==> config.mk <==
export PLATFORM = sky130hd
export DESIGN_NAME = scsi_xfer_engine
export DESIGN_NICKNAME = d
export VERILOG_FILES = /design/src/rtl/scsi_hs_pkg.sv /design/src/rtl/scsi_hs_fsm.sv /design/src/rtl/scsi_hs_data.sv /design/src/rtl/scsi_hs_status.sv /design/src/rtl/scsi_xfer_engine.sv
export SDC_FILE = /design/constraint.sdc
export NUM_CORES = 1
export LEC_CHECK = 0
export CORE_MARGIN = 2
export CORE_UTILIZATION = 60
export CTS_CLUSTER_DIAMETER = 120
export CTS_CLUSTER_SIZE = 24
export DETAILED_ROUTE_END_ITERATION = 12
export DONT_BUFFER_PORTS = 1
export GPL_TIMING_DRIVEN = 0
export PLACE_DENSITY = 0.76
export RECOVER_POWER = 25
export SYNTH_ARGS = -nofsm -noshare
export SYNTH_HDL_FRONTEND = slang
export SYNTH_SLANG_ARGS = --single-unit
==> constraint.sdc <==
create_clock -name clk -period 4.9 [get_ports clk]
set_clock_uncertainty 0.2 [all_clocks]
set_input_delay 0.735 -clock clk [delete_from_list [all_inputs] [get_ports clk]]
set_output_delay 0.735 -clock clk [all_outputs]
set_load 0.005 [all_outputs]
==> src/rtl/scsi_hs_pkg.sv <==
package scsi_hs_pkg;
    typedef enum logic [1:0] {
        S_IDLE     = 2'd0,
        S_HOST     = 2'd1,
        S_BUS_RISE = 2'd2,
        S_BUS_FALL = 2'd3
    } hs_state_t;
endpackage

==> src/rtl/scsi_hs_fsm.sv <==
module scsi_hs_fsm
    import scsi_hs_pkg::*;
(
    input  logic clk,
    input  logic rst_n,
    input  logic dma_en,
    input  logic blk_mode,
    input  logic tgt_mode,
    input  logic go_send,
    input  logic go_recv,
    input  logic phase_ok,
    input  logic peer_in,
    input  logic dack,
    input  logic eop,
    output logic dir_send,
    output logic busy,
    output logic drq,
    output logic own_out,
    output logic ld_host,
    output logic ld_bus,
    output logic ev_start,
    output logic ev_done,
    output logic ev_phase
);
    hs_state_t state, state_nx;
    logic      last_q;

    // State register
    always_ff @(posedge clk or negedge rst_n) begin
        if (!rst_n) begin
            state    <= S_IDLE;
            dir_send <= 1'b0;
            last_q   <= 1'b0;
        end else begin
            state <= state_nx;
            if (ev_start) begin
                dir_send <= go_send;
                last_q   <= 1'b0;
            end else if (state == S_HOST && dack) begin
                last_q <= eop;
            end
        end
    end

    // Next state and events
    always_comb begin
        state_nx = state;
        ev_start = 1'b0;
        ev_done  = 1'b0;
        ev_phase = 1'b0;
        if (!dma_en) begin
            state_nx = S_IDLE;
        end else if (state != S_IDLE && !phase_ok) begin
            state_nx = S_IDLE;
            ev_phase = 1'b1;
        end else begin
            unique case (state)
                S_IDLE: begin
                    if (go_send) begin
                        state_nx = S_HOST;
                        ev_start = 1'b1;
                    end else if (go_recv) begin
                        state_nx = S_BUS_RISE;
                        ev_start = 1'b1;
                    end
                end
                S_HOST: begin
                    if (dack) begin
                        if (!dir_send && eop) begin
                            state_nx = S_IDLE;
                            ev_done  = 1'b1;
                        end else begin
                            state_nx = S_BUS_RISE;
                        end
                    end
                end
                S_BUS_RISE: begin
                    if (peer_in) state_nx = S_BUS_FALL;
                end
                S_BUS_FALL: begin
                    if (!peer_in) begin
                        if (dir_send && last_q) begin
                            state_nx = S_IDLE;
                            ev_done  = 1'b1;
                        end else begin
                            state_nx = S_HOST;
                        end
                    end
                end
                default: state_nx = S_IDLE;
            endcase
        end
    end

    // Outputs
    always_comb begin
        busy    = (state != S_IDLE);
        drq     = (state == S_HOST) || (blk_mode && busy);
        own_out = tgt_mode ? (state == S_BUS_RISE) : (state == S_BUS_FALL);
        ld_host = (state == S_HOST) && dack && dir_send;
        ld_bus  = (state == S_BUS_FALL) && !peer_in && !dir_send;
    end
endmodule

==> src/rtl/scsi_hs_data.sv <==
module scsi_hs_data #(
    parameter int DATA_W = 8
) (
    input  logic              clk,
    input  logic              rst_n,
    input  logic              ld_host,
    input  logic              ld_bus,
    input  logic [DATA_W-1:0] host_wdata,
    input  logic [DATA_W-1:0] bus_din,
    output logic [DATA_W-1:0] out_byte,
    output logic [DATA_W-1:0] in_byte
);
    always_ff @(posedge clk or negedge rst_n) begin
        if (!rst_n) begin
            out_byte <= '0;
            in_byte  <= '0;
        end else begin
            if (ld_host) out_byte <= host_wdata;
            if (ld_bus)  in_byte  <= bus_din;
        end
    end
endmodule

==> src/rtl/scsi_hs_status.sv <==
module scsi_hs_status (
    input  logic clk,
    input  logic rst_n,
    input  logic ev_start,
    input  logic ev_done,
    input  logic ev_phase,
    input  logic dir_send,
    input  logic eop_irq_en,
    output logic end_flag,
    output logic last_flag,
    output logic phase_flag,
    output logic irq
);
    always_ff @(posedge clk or negedge rst_n) begin
        if (!rst_n) begin
            end_flag   <= 1'b0;
            last_flag  <= 1'b0;
            phase_flag <= 1'b0;
        end else if (ev_start) begin
            end_flag   <= 1'b0;
            last_flag  <= 1'b0;
            phase_flag <= 1'b0;
        end else begin
            if (ev_done || ev_phase) end_flag <= 1'b1;
            if (ev_done && dir_send) last_flag <= 1'b1;
            if (ev_phase) phase_flag <= 1'b1;
        end
    end

    assign irq = phase_flag || (end_flag && eop_irq_en);
endmodule

==> src/rtl/scsi_xfer_engine.sv <==
module scsi_xfer_engine #(
    parameter int DATA_W  = 8,
    parameter int PHASE_W = 3
) (
    input  logic               clk,
    input  logic               rst_n,
    input  logic               mode_dma_en,
    input  logic               mode_block,
    input  logic               mode_target,
    input  logic               mode_eop_irq_en,
    input  logic               start_send,
    input  logic               start_tgt_rx,
    input  logic               start_ini_rx,
    input  logic [PHASE_W-1:0] exp_phase,
    input  logic [PHASE_W-1:0] bus_phase,
    output logic               dma_drq,
    input  logic               dma_dack,
    input  logic               dma_eop,
    input  logic [DATA_W-1:0]  host_wdata,
    output logic [DATA_W-1:0]  host_rdata,
    input  logic               scsi_req_in,
    input  logic               scsi_ack_in,
    output logic               scsi_req_out,
    output logic               scsi_ack_out,
    input  logic [DATA_W-1:0]  scsi_data_in,
    output logic [DATA_W-1:0]  scsi_data_out,
    output logic               scsi_data_oe,
    output logic               end_dma,
    output logic               last_byte_sent,
    output logic               phase_err,
    output logic               irq
);
    logic peer_in, own_out, busy, dir_send;
    logic ld_host, ld_bus, ev_start, ev_done, ev_phase;

    assign peer_in = mode_target ? scsi_ack_in : scsi_req_in;

    scsi_hs_fsm u_fsm (
        .clk      (clk),
        .rst_n    (rst_n),
        .dma_en   (mode_dma_en),
        .blk_mode (mode_block),
        .tgt_mode (mode_target),
        .go_send  (start_send),
        .go_recv  (start_tgt_rx || start_ini_rx),
        .phase_ok (bus_phase == exp_phase),
        .peer_in  (peer_in),
        .dack     (dma_dack),
        .eop      (dma_eop),
        .dir_send (dir_send),
        .busy     (busy),
        .drq      (dma_drq),
        .own_out  (own_out),
        .ld_host  (ld_host),
        .ld_bus   (ld_bus),
        .ev_start (ev_start),
        .ev_done  (ev_done),
        .ev_phase (ev_phase)
    );

    scsi_hs_data #(.DATA_W(DATA_W)) u_data (
        .clk        (clk),
        .rst_n      (rst_n),
        .ld_host    (ld_host),
        .ld_bus     (ld_bus),
        .host_wdata (host_wdata),
        .bus_din    (scsi_data_in),
        .out_byte   (scsi_data_out),
        .in_byte    (host_rdata)
    );

    scsi_hs_status u_status (
        .clk        (clk),
        .rst_n      (rst_n),
        .ev_start   (ev_start),
        .ev_done    (ev_done),
        .ev_phase   (ev_phase),
        .dir_send   (dir_send),
        .eop_irq_en (mode_eop_irq_en),
        .end_flag   (end_dma),
        .last_flag  (last_byte_sent),
        .phase_flag (phase_err),
        .irq        (irq)
    );

    assign scsi_req_out = mode_target && own_out;
    assign scsi_ack_out = !mode_target && own_out;
    assign scsi_data_oe = busy && dir_send;
endmodule

==> Implementation_results.wiki, run 1 <==
{| class="wikitable"
! Metric !! Value
|-
| Core Area || 1710 sq um
|-
| Wirelength per Cell || 16.6 microns
|-
| Iteration-0 DRC Markers || 7
|-
| Worst hold path type || primary input to flip-flop
|-
| Design Area, Final || 1150 sq um
|-
| Sort of element at the start of the critical path || flip-flop
|-
| Clock network fraction of total power || 0.177
|-
| Max Root-Sink Buffers || 2
|-
| Setup CP Type || flip-flop to output port
|-
| RSZ-0062 raised after global routing || no
|-
| Maximum number of pins on one net before global-route repair || 24
|-
| Share of flip-flops with an asynchronous set or reset after synthesis || 1.00
|-
| Antenna diodes || 0
|-
| Placer's final routability congestion estimate || roughly 0.83
|-
| Number of buffers inserted during clock tree synthesis || 3
|-
| DIE HEIGHT || 46.6 microns
|-
| Reported net switching power || between 100 and 150 uW
|-
| Fraction of the mapped netlist area in compound gates || 0.0782
|-
| Setup-failing EPs final || 0
|-
| Highest ir drop seen on vdd || 0.000268 V
|-
| Setup bufs post-CTS || 0
|-
| Number of sinks handled by clock tree synthesis || 23
|-
| Worst endpoint data arrival time || 1.35 ns
|-
| Number of enable-type register cells in the synthesized netlist || 0
|-
| Synth Instances || 87
|-
| Synth warn || 0
|-
| Post-synthesis net count || around 120
|-
| Placement row count || 15
|-
| Time the worst path needs with I/O delays and setup || 2.28 ns
|-
| Top cells by area, synth || sky130_fd_sc_hd__dfrtp_1, sky130_fd_sc_hd__mux2_2, sky130_fd_sc_hd__nand2_1
|-
| Register area share after synthesis || 0.529
|-
| Largest stage delay, worst path || 0.36 ns
|-
| Filler cells || 135
|-
| Number of antenna violations at the first check in global routing || 0
|-
| Xor-xnor portion of the synthesized cell area || 0.0241
|-
| Number of failing hold endpoints at the final stage || 0
|-
| Cell chain of the critical path || clkbuf_1 -> nor2_1 -> nor2b_1
|-
| Main flop type after synthesis || sky130_fd_sc_hd__dfrtp_1
|-
| Total Negative Setup Slacks || 0 ns
|-
| Number of violations of the max-capacitance limit || 0
|-
| Dominant combinational cell family by area after synthesis || multiplexers
|-
| TritonCTS clock tree || built
|-
| Reg2reg setup slack || about 3.1 ns
|-
| Layout-stage area growth over the synthesis result || 6.09%
|-
| Insertion delay of the later-clocked pin in the worst-skew pair || roughly 0.29 ns
|-
| Flip-flop and latch count after synthesis || 23
|-
| Die span in x || 46.6 microns
|-
| Cell leakage power || approximately 0.00052 uW
|-
| Wire length of the first global-routing pass || 2770 microns
|-
| Synth unique cells || 28
|-
| Critical path buffer and inverter count || 1
|-
| Effective utilization at floorplan || 0.637
|-
| Mean cell area of the mapped netlist || 12.5 sq um
|-
| Highest clock frequency the design can meet || 438 MHz
|-
| Run status || finished clean
|-
| Library cell with the largest summed area after synthesis || sky130_fd_sc_hd__dfrtp_1
|-
| Count of final max-slew check failures || 0
|-
| I/O pin cnt || 59
|-
| Post-Synth Adder-Cell Area || 0
|-
| Final critical-path share of the clock period || 0.466
|-
| Most common cell after layout, fill and taps aside || sky130_fd_sc_hd__dfrtp_1
|-
| Critical path's slowest cell || sky130_fd_sc_hd__dfrtp_1
|-
| CP Max Fanout || 10
|-
| H-tree depth || 1
|-
| Int Power || about 330 uW
|-
| Clock tree root driver cell || sky130_fd_sc_hd__clkbuf_4
|-
| Buffers on Ports || 0
|-
| Type of element capturing the critical path || output port
|-
| GRT overflow || 0
|-
| Floorplan die area || 2170 sq um
|-
| Final core utilization || 0.676
|-
| Most frequent cells in the layout || sky130_fd_sc_hd__dfrtp_1, sky130_fd_sc_hd__mux2_2, sky130_fd_sc_hd__nand2_1, sky130_fd_sc_hd__nor2_1
|-
| Max transition margin || 0.341
|-
| Via-per-instance ratio || 6.10
|-
| Synth top area share || 0.529
|-
| Number of design rule violations left after detail routing || 0
|-
| Share of cells above drive strength 1 || 0.283
|-
| Placed inst area || roughly 1100 sq um
|-
| Total Routing Usage GR || 0.183
|-
| Estimated wirelength of the detail-placed design || 1490 microns
|-
| Number of global-route vias before repair || 634
|-
| Top delay family on crit path || simple AND/OR/NAND/NOR gates
|-
| Reg power frac || 0.624
|-
| Worst path required time || 3.96 ns
|-
| Share of cell area taken by muxes after synthesis || 0.208
|-
| Number of optimization iterations in the first detailed-route pass || 4
|-
| Post-Syn Area || 1090 sq um
|-
| Simple-gate share of the synthesized area || 0.138
|-
| Combinational share of power || 0.199
|-
| Routed wire length || 1940 microns
|-
| Routed via count || 714
|-
| Count of nets after finishing || 128
|-
| Power per cell area || 396 nW/um^2
|-
| Tightest Pin Transition || 0.985 ns
|-
| Sw Share || 0.276
|-
| Post-detailed-route count of antenna-violating nets || 0
|-
| Reg clk slew, reported paths || 0.11 ns
|}
path summary, 6_finish.rpt:
kind                               startpoint                  end  cells past startpoint
setup / recovery               u_fsm.state[0]         scsi_data_oe                      3
hold / removal                     start_send       u_fsm.state[1]                      1
setup reg to reg               u_fsm.state[1]    u_data.in_byte[7]                      4
hold reg to reg            u_data.out_byte[4]   u_data.out_byte[4]                      1
max in group asynchronous               rst_n       u_fsm.state[0]                      1
min in group asynchronous               rst_n  u_status.phase_flag                      1
through the flow:
stage	std cells	hold slack (ns)	total power (uW)	setup WS (ns)
2_1_floorplan	87	0.239	358	2.91
3_5_place_dp	112	0.240	379	2.73
5_1_grt	117	0.319	484	2.52
6_report	117	0.338	458	2.62
3_3_place_gp	112	0.240	374	2.78
4_1_cts	117	0.322	466	2.71
layer usage:
metal  share of wire  vias to the layer above  global-route usage  wire length [microns]
met5               0                        -                   0                      0
met4          0.0051                        0              0.0514                     10
met3            0.10                        2              0.0471                    197
met2            0.53                       37               0.342                   1030
met1            0.36                      352               0.201                    708
li1                -                      323                   -                      -
cells in the mapped netlist, types with 2 or more instances:
cell / instances
sky130_fd_sc_hd__xor2_1: 3
sky130_fd_sc_hd__a41oi_1: 2
sky130_fd_sc_hd__mux2i_1: 2
sky130_fd_sc_hd__nor3_1: 2
sky130_fd_sc_hd__nor2b_1: 3
sky130_fd_sc_hd__nand3_1: 2
sky130_fd_sc_hd__mux2_2: 17
sky130_fd_sc_hd__buf_2: 2
sky130_fd_sc_hd__dfrtp_1: 23
sky130_fd_sc_hd__nor2_1: 5
sky130_fd_sc_hd__nand4_1: 2
sky130_fd_sc_hd__nand2_1: 7
sky130_fd_sc_hd__a21o_1: 2
flip-flops by register name (all words and copies together), names as in the netlist:
name	flops
u_data.in_byte	8
u_data.out_byte	8
u_fsm.dir_send	1
u_fsm.last_q	1
u_fsm.state	2
u_status.end_flag	1
u_status.last_flag	1
u_status.phase_flag	1
cells by family (layout without fill, tap and decap cells):
group                     after synthesis  in the layout
AOI/OAI and AO/OA                      10             10
xor gates and xnor gates                3              3
muxes                                  20             20
buffers and inverters                   4              9
DFF                                    23             23
and+or+nand+nor                        27             27
power groups by stage:
stage | clock, uW | combinational [uW] | sequential (uW)
after floorplan | 0 | 77.5 | 280
after global placement | 0 | 84.0 | 290
after detailed placement | 0 | 88.3 | 291
after CTS | 86.8 | 92.5 | 287
after global routing | 90.1 | 99.8 | 294
final | 81.0 | 91.0 | 286
area by class of cell:
class | instances | area, sq um | share of cell area
Timing Repair Buffer | 1 | 10.0 | 0.00867
Sequential cell | 23 | 576 | 0.498
Multi-Input combinational cell | 60 | 488 | 0.423
Tap cell | 25 | 31.3 | 0.0271
Buffer | 4 | 23.8 | 0.0206
Clock buffer | 4 | 26.3 | 0.0228
timing repair:
item / 4_1_cts / 5_1_grt
resized for setup: 0 / 0
hold endpoints to repair: 23 / 0
hold buffers: 1 / 0
Power figures use the tool's default switching activity.
==> run 2: changes to the inputs <==
- CORE_UTILIZATION: 60 -> 54
- PLACE_DENSITY: 0.76 -> 0.72
- clock period: 4.9 -> 2.1 ns (I/O delays scaled with it)
==> run 2 against run 1 <==
Via count rose by 13%; worst setup slack worse by 2.3 ns; sequential power increased by 130%; hold slack got worse by 0.30 ns.
==> Implementation_results.wiki, run 2 (synthesis results as in run 1) <==
{| class="wikitable"
! Metric !! Value
|-
| Floorplan die area || 2390 sq um (+10%)
|-
| TritonCTS clock tree || built
|-
| Largest registers ranked by flip-flop count || u_data.in_byte: 8 flops, u_data.out_byte: 8 flops, u_fsm.state: 2 flops
|-
| Sort of element at the start of the critical path || flip-flop
|-
| Max Root-Sink Buffers || 2 (unchanged)
|-
| Worst path required time || 1.58 ns (-2.38 ns)
|-
| Iteration-0 DRC Markers || 27 (+20)
|-
| Share of cells above drive strength 1 || 0.255 (-0.0281)
|-
| Worst R2R End || u_data.in_byte[6]
|-
| I/O pin cnt || 59 (unchanged)
|-
| Layout-stage area growth over the synthesis result || 23.1%
|-
| Tightest Pin Transition || 1.00 ns (+0.0155 ns)
|-
| Placement row count || 16 (+1)
|-
| Critical path buffer and inverter count || 1 (unchanged)
|-
| Number of failing hold endpoints at the final stage || 0 (unchanged)
|-
| Worst endpoint data arrival time || 1.28 ns (-0.07 ns)
|-
| Reg2reg setup slack || 0.34 ns (-2.78 ns)
|-
| GRT overflow || 0 (unchanged)
|-
| Final cell count without fillers || 137 (+17%)
|-
| Number of antenna violations at the first check in global routing || 0 (unchanged)
|-
| Estimated wirelength of the detail-placed design || 1470 microns (-0.92%)
|-
| Top delay family on crit path || simple AND/OR/NAND/NOR gates
|-
| Number of global-route vias before repair || 865 (+36%)
|-
| Count of nets after finishing || 146 (+14%)
|-
| Highest ir drop seen on vdd || 0.000581 V (+120%)
|-
| Total Negative Setup Slacks || 0 ns (unchanged)
|-
| Setup bufs post-CTS || 0 (unchanged)
|-
| Number of sinks handled by clock tree synthesis || 23 (unchanged)
|-
| Critical path's slowest cell || sky130_fd_sc_hd__dfrtp_1
|-
| H-tree depth || 1 (unchanged)
|-
| Worst Reg2Reg Path Length in Cells || 4 (unchanged)
|-
| Routed via count || 804 (+13%)
|-
| Critical path capture point || scsi_data_oe
|-
| Final worst-path setup slack || 0.308 ns (-2.31 ns)
|-
| Cell leakage power || 0.000604 uW (+16%)
|-
| Antenna diodes || 0 (unchanged)
|-
| Total Routing Usage GR || 0.195 (+0.0120)
|-
| Number of optimization iterations in the first detailed-route pass || 4 (unchanged)
|-
| Design Power || 1110 uW (+140%)
|-
| Beginning of the worst register-to-register path || u_fsm.state[1]
|-
| Wire length of the first global-routing pass || 3620 microns (+31%)
|-
| Max transition margin || 0.331 (-0.0104)
|-
| Effective utilization at floorplan || 0.566 (-0.0710)
|-
| Power per cell area || 830 nW/um^2 (+110%)
|-
| RSZ-0062 raised after global routing || no
|-
| Setup slack at placement || 0.348 ns (-2.38 ns)
|-
| Setup-failing EPs final || 0 (unchanged)
|-
| CP Max Fanout || 10 (unchanged)
|-
| Highest clock frequency the design can meet || about 560 MHz
|-
| Number of violations of the max-capacitance limit || 0 (unchanged)
|-
| Largest stage delay, worst path || 0.39 ns (+0.03 ns)
|-
| Filler cells || 147 (+8.9%)
|-
| Maximum number of pins on one net before global-route repair || 24 (unchanged)
|-
| Time the worst path needs with I/O delays and setup || 1.79 ns
|-
| Number of gates on the worst path with buffers counted || 3 (unchanged)
|-
| Reg clk slew, reported paths || 0.11 ns (about the same)
|-
| # placed instances || 114 (+1.8%)
|-
| Setup CP Type || flip-flop to output port
|-
| Wirelength per Cell || 16.0 microns (-3.6%)
|-
| Final critical-path share of the clock period || 0.853
|-
| Number of buffers inserted during clock tree synthesis || 3 (unchanged)
|-
| Core Area || 1920 sq um (+13%)
|-
| Number of design rule violations left after detail routing || 0 (unchanged)
|-
| Die span in x || 48.9 microns (+4.9%)
|-
| Post-detailed-route count of antenna-violating nets || 0 (unchanged)
|-
| Worst hold path type || primary input to flip-flop
|-
| Routed wire length || 2190 microns (+13%)
|-
| Buffers on Ports || 0 (unchanged)
|-
| Run status || finished clean
|-
| Origin of the worst setup path || u_fsm.state[0]
|-
| Via-per-instance ratio || 5.87 (-3.8%)
|-
| Insertion delay of the later-clocked pin in the worst-skew pair || 0.30 ns (about the same)
|-
| Clock tree root driver cell || sky130_fd_sc_hd__clkbuf_4
|-
| Cell chain of the critical path || buf_2 -> nor2_1 -> nor2b_1
|-
| Most common cell after layout, fill and taps aside || sky130_fd_sc_hd__dfrtp_1
|-
| Most frequent cells in the layout || sky130_fd_sc_hd__dfrtp_1, sky130_fd_sc_hd__dlygate4sd3_1, sky130_fd_sc_hd__mux2_2, sky130_fd_sc_hd__nand2_1, sky130_fd_sc_hd__nor2_1
|-
| Type of element capturing the critical path || output port
|-
| DIE HEIGHT || 48.9 microns (+4.9%)
|-
| Placer's final routability congestion estimate || 0.848 (+2.1%)
|-
| Count of final max-slew check failures || 0 (unchanged)
|}
## run 2: cell types whose count changed in the layout (fill, tap and decap cells not counted), sizes merged
cell and change:
buf +1, clkinv +1, clkbuf -2, dlygate4sd3 +18
## run 2: area by class of cell
| class | instances | area (sq um) | share of cell area |
|---|---|---|---|
| Multi-Input combinational cell | 60 | 488 | 0.364 |
| Buffer | 4 | 25.0 | 0.0187 |
| Timing Repair Buffer | 19 | 190 | 0.142 |
| Clock inverter | 1 | 5.00 | 0.00373 |
| Clock buffer | 3 | 22.5 | 0.0168 |
| Sequential cell | 23 | 576 | 0.430 |
| Tap cell | 27 | 33.8 | 0.0252 |
## run 2: what timing repair did
item / in CTS / in global routing
hold buffers: 19 / 0
endpoints found under the hold margin: 42 / 0
resized for setup: 0 / 0
## run 2: worst min path at each step
stage                     slack [ns]  cells after the start          from                end
after global placement         -0.18                      0         rst_n     u_fsm.state[0]
final                           0.03                      2  start_tgt_rx       u_fsm.last_q
after global routing            0.03                      2  start_tgt_rx       u_fsm.last_q
after floorplan                -0.18                      0         rst_n  u_data.in_byte[0]
after CTS                       0.03                      2  start_tgt_rx       u_fsm.last_q
after detailed placement       -0.18                      0         rst_n     u_fsm.state[0]
## run 2: layer usage
metal,wire (microns),track usage,share of wire
met5,0,0,0
met4,15,0.0429,0.0068
met3,187,0.0429,0.085
met2,1130,0.372,0.52
met1,857,0.220,0.39
## run 2: power by group
| part | total, uW | leakage, uW | internal, uW | switching, uW |
|---|---|---|---|---|
| logic | 245 | 0.000297 | 149 | 96.0 |
| registers | 671 | 0.000289 | 573 | 97.8 |
| clock network | 196 | 0.0000177 | 71.0 | 125 |
| total | 1110 | 0.000604 | 793 | 319 |
## run 2: per-stage QoR
stage	hold WS, ns	instance area, sq um	utilization
2_1_floorplan	-0.181	1090	-
3_3_place_gp	-0.180	1120	0.584
3_5_place_dp	-0.180	1120	0.584
4_1_cts	0.0290	1340	0.697
5_1_grt	0.0318	1340	0.697
6_report	0.0343	1340	0.697
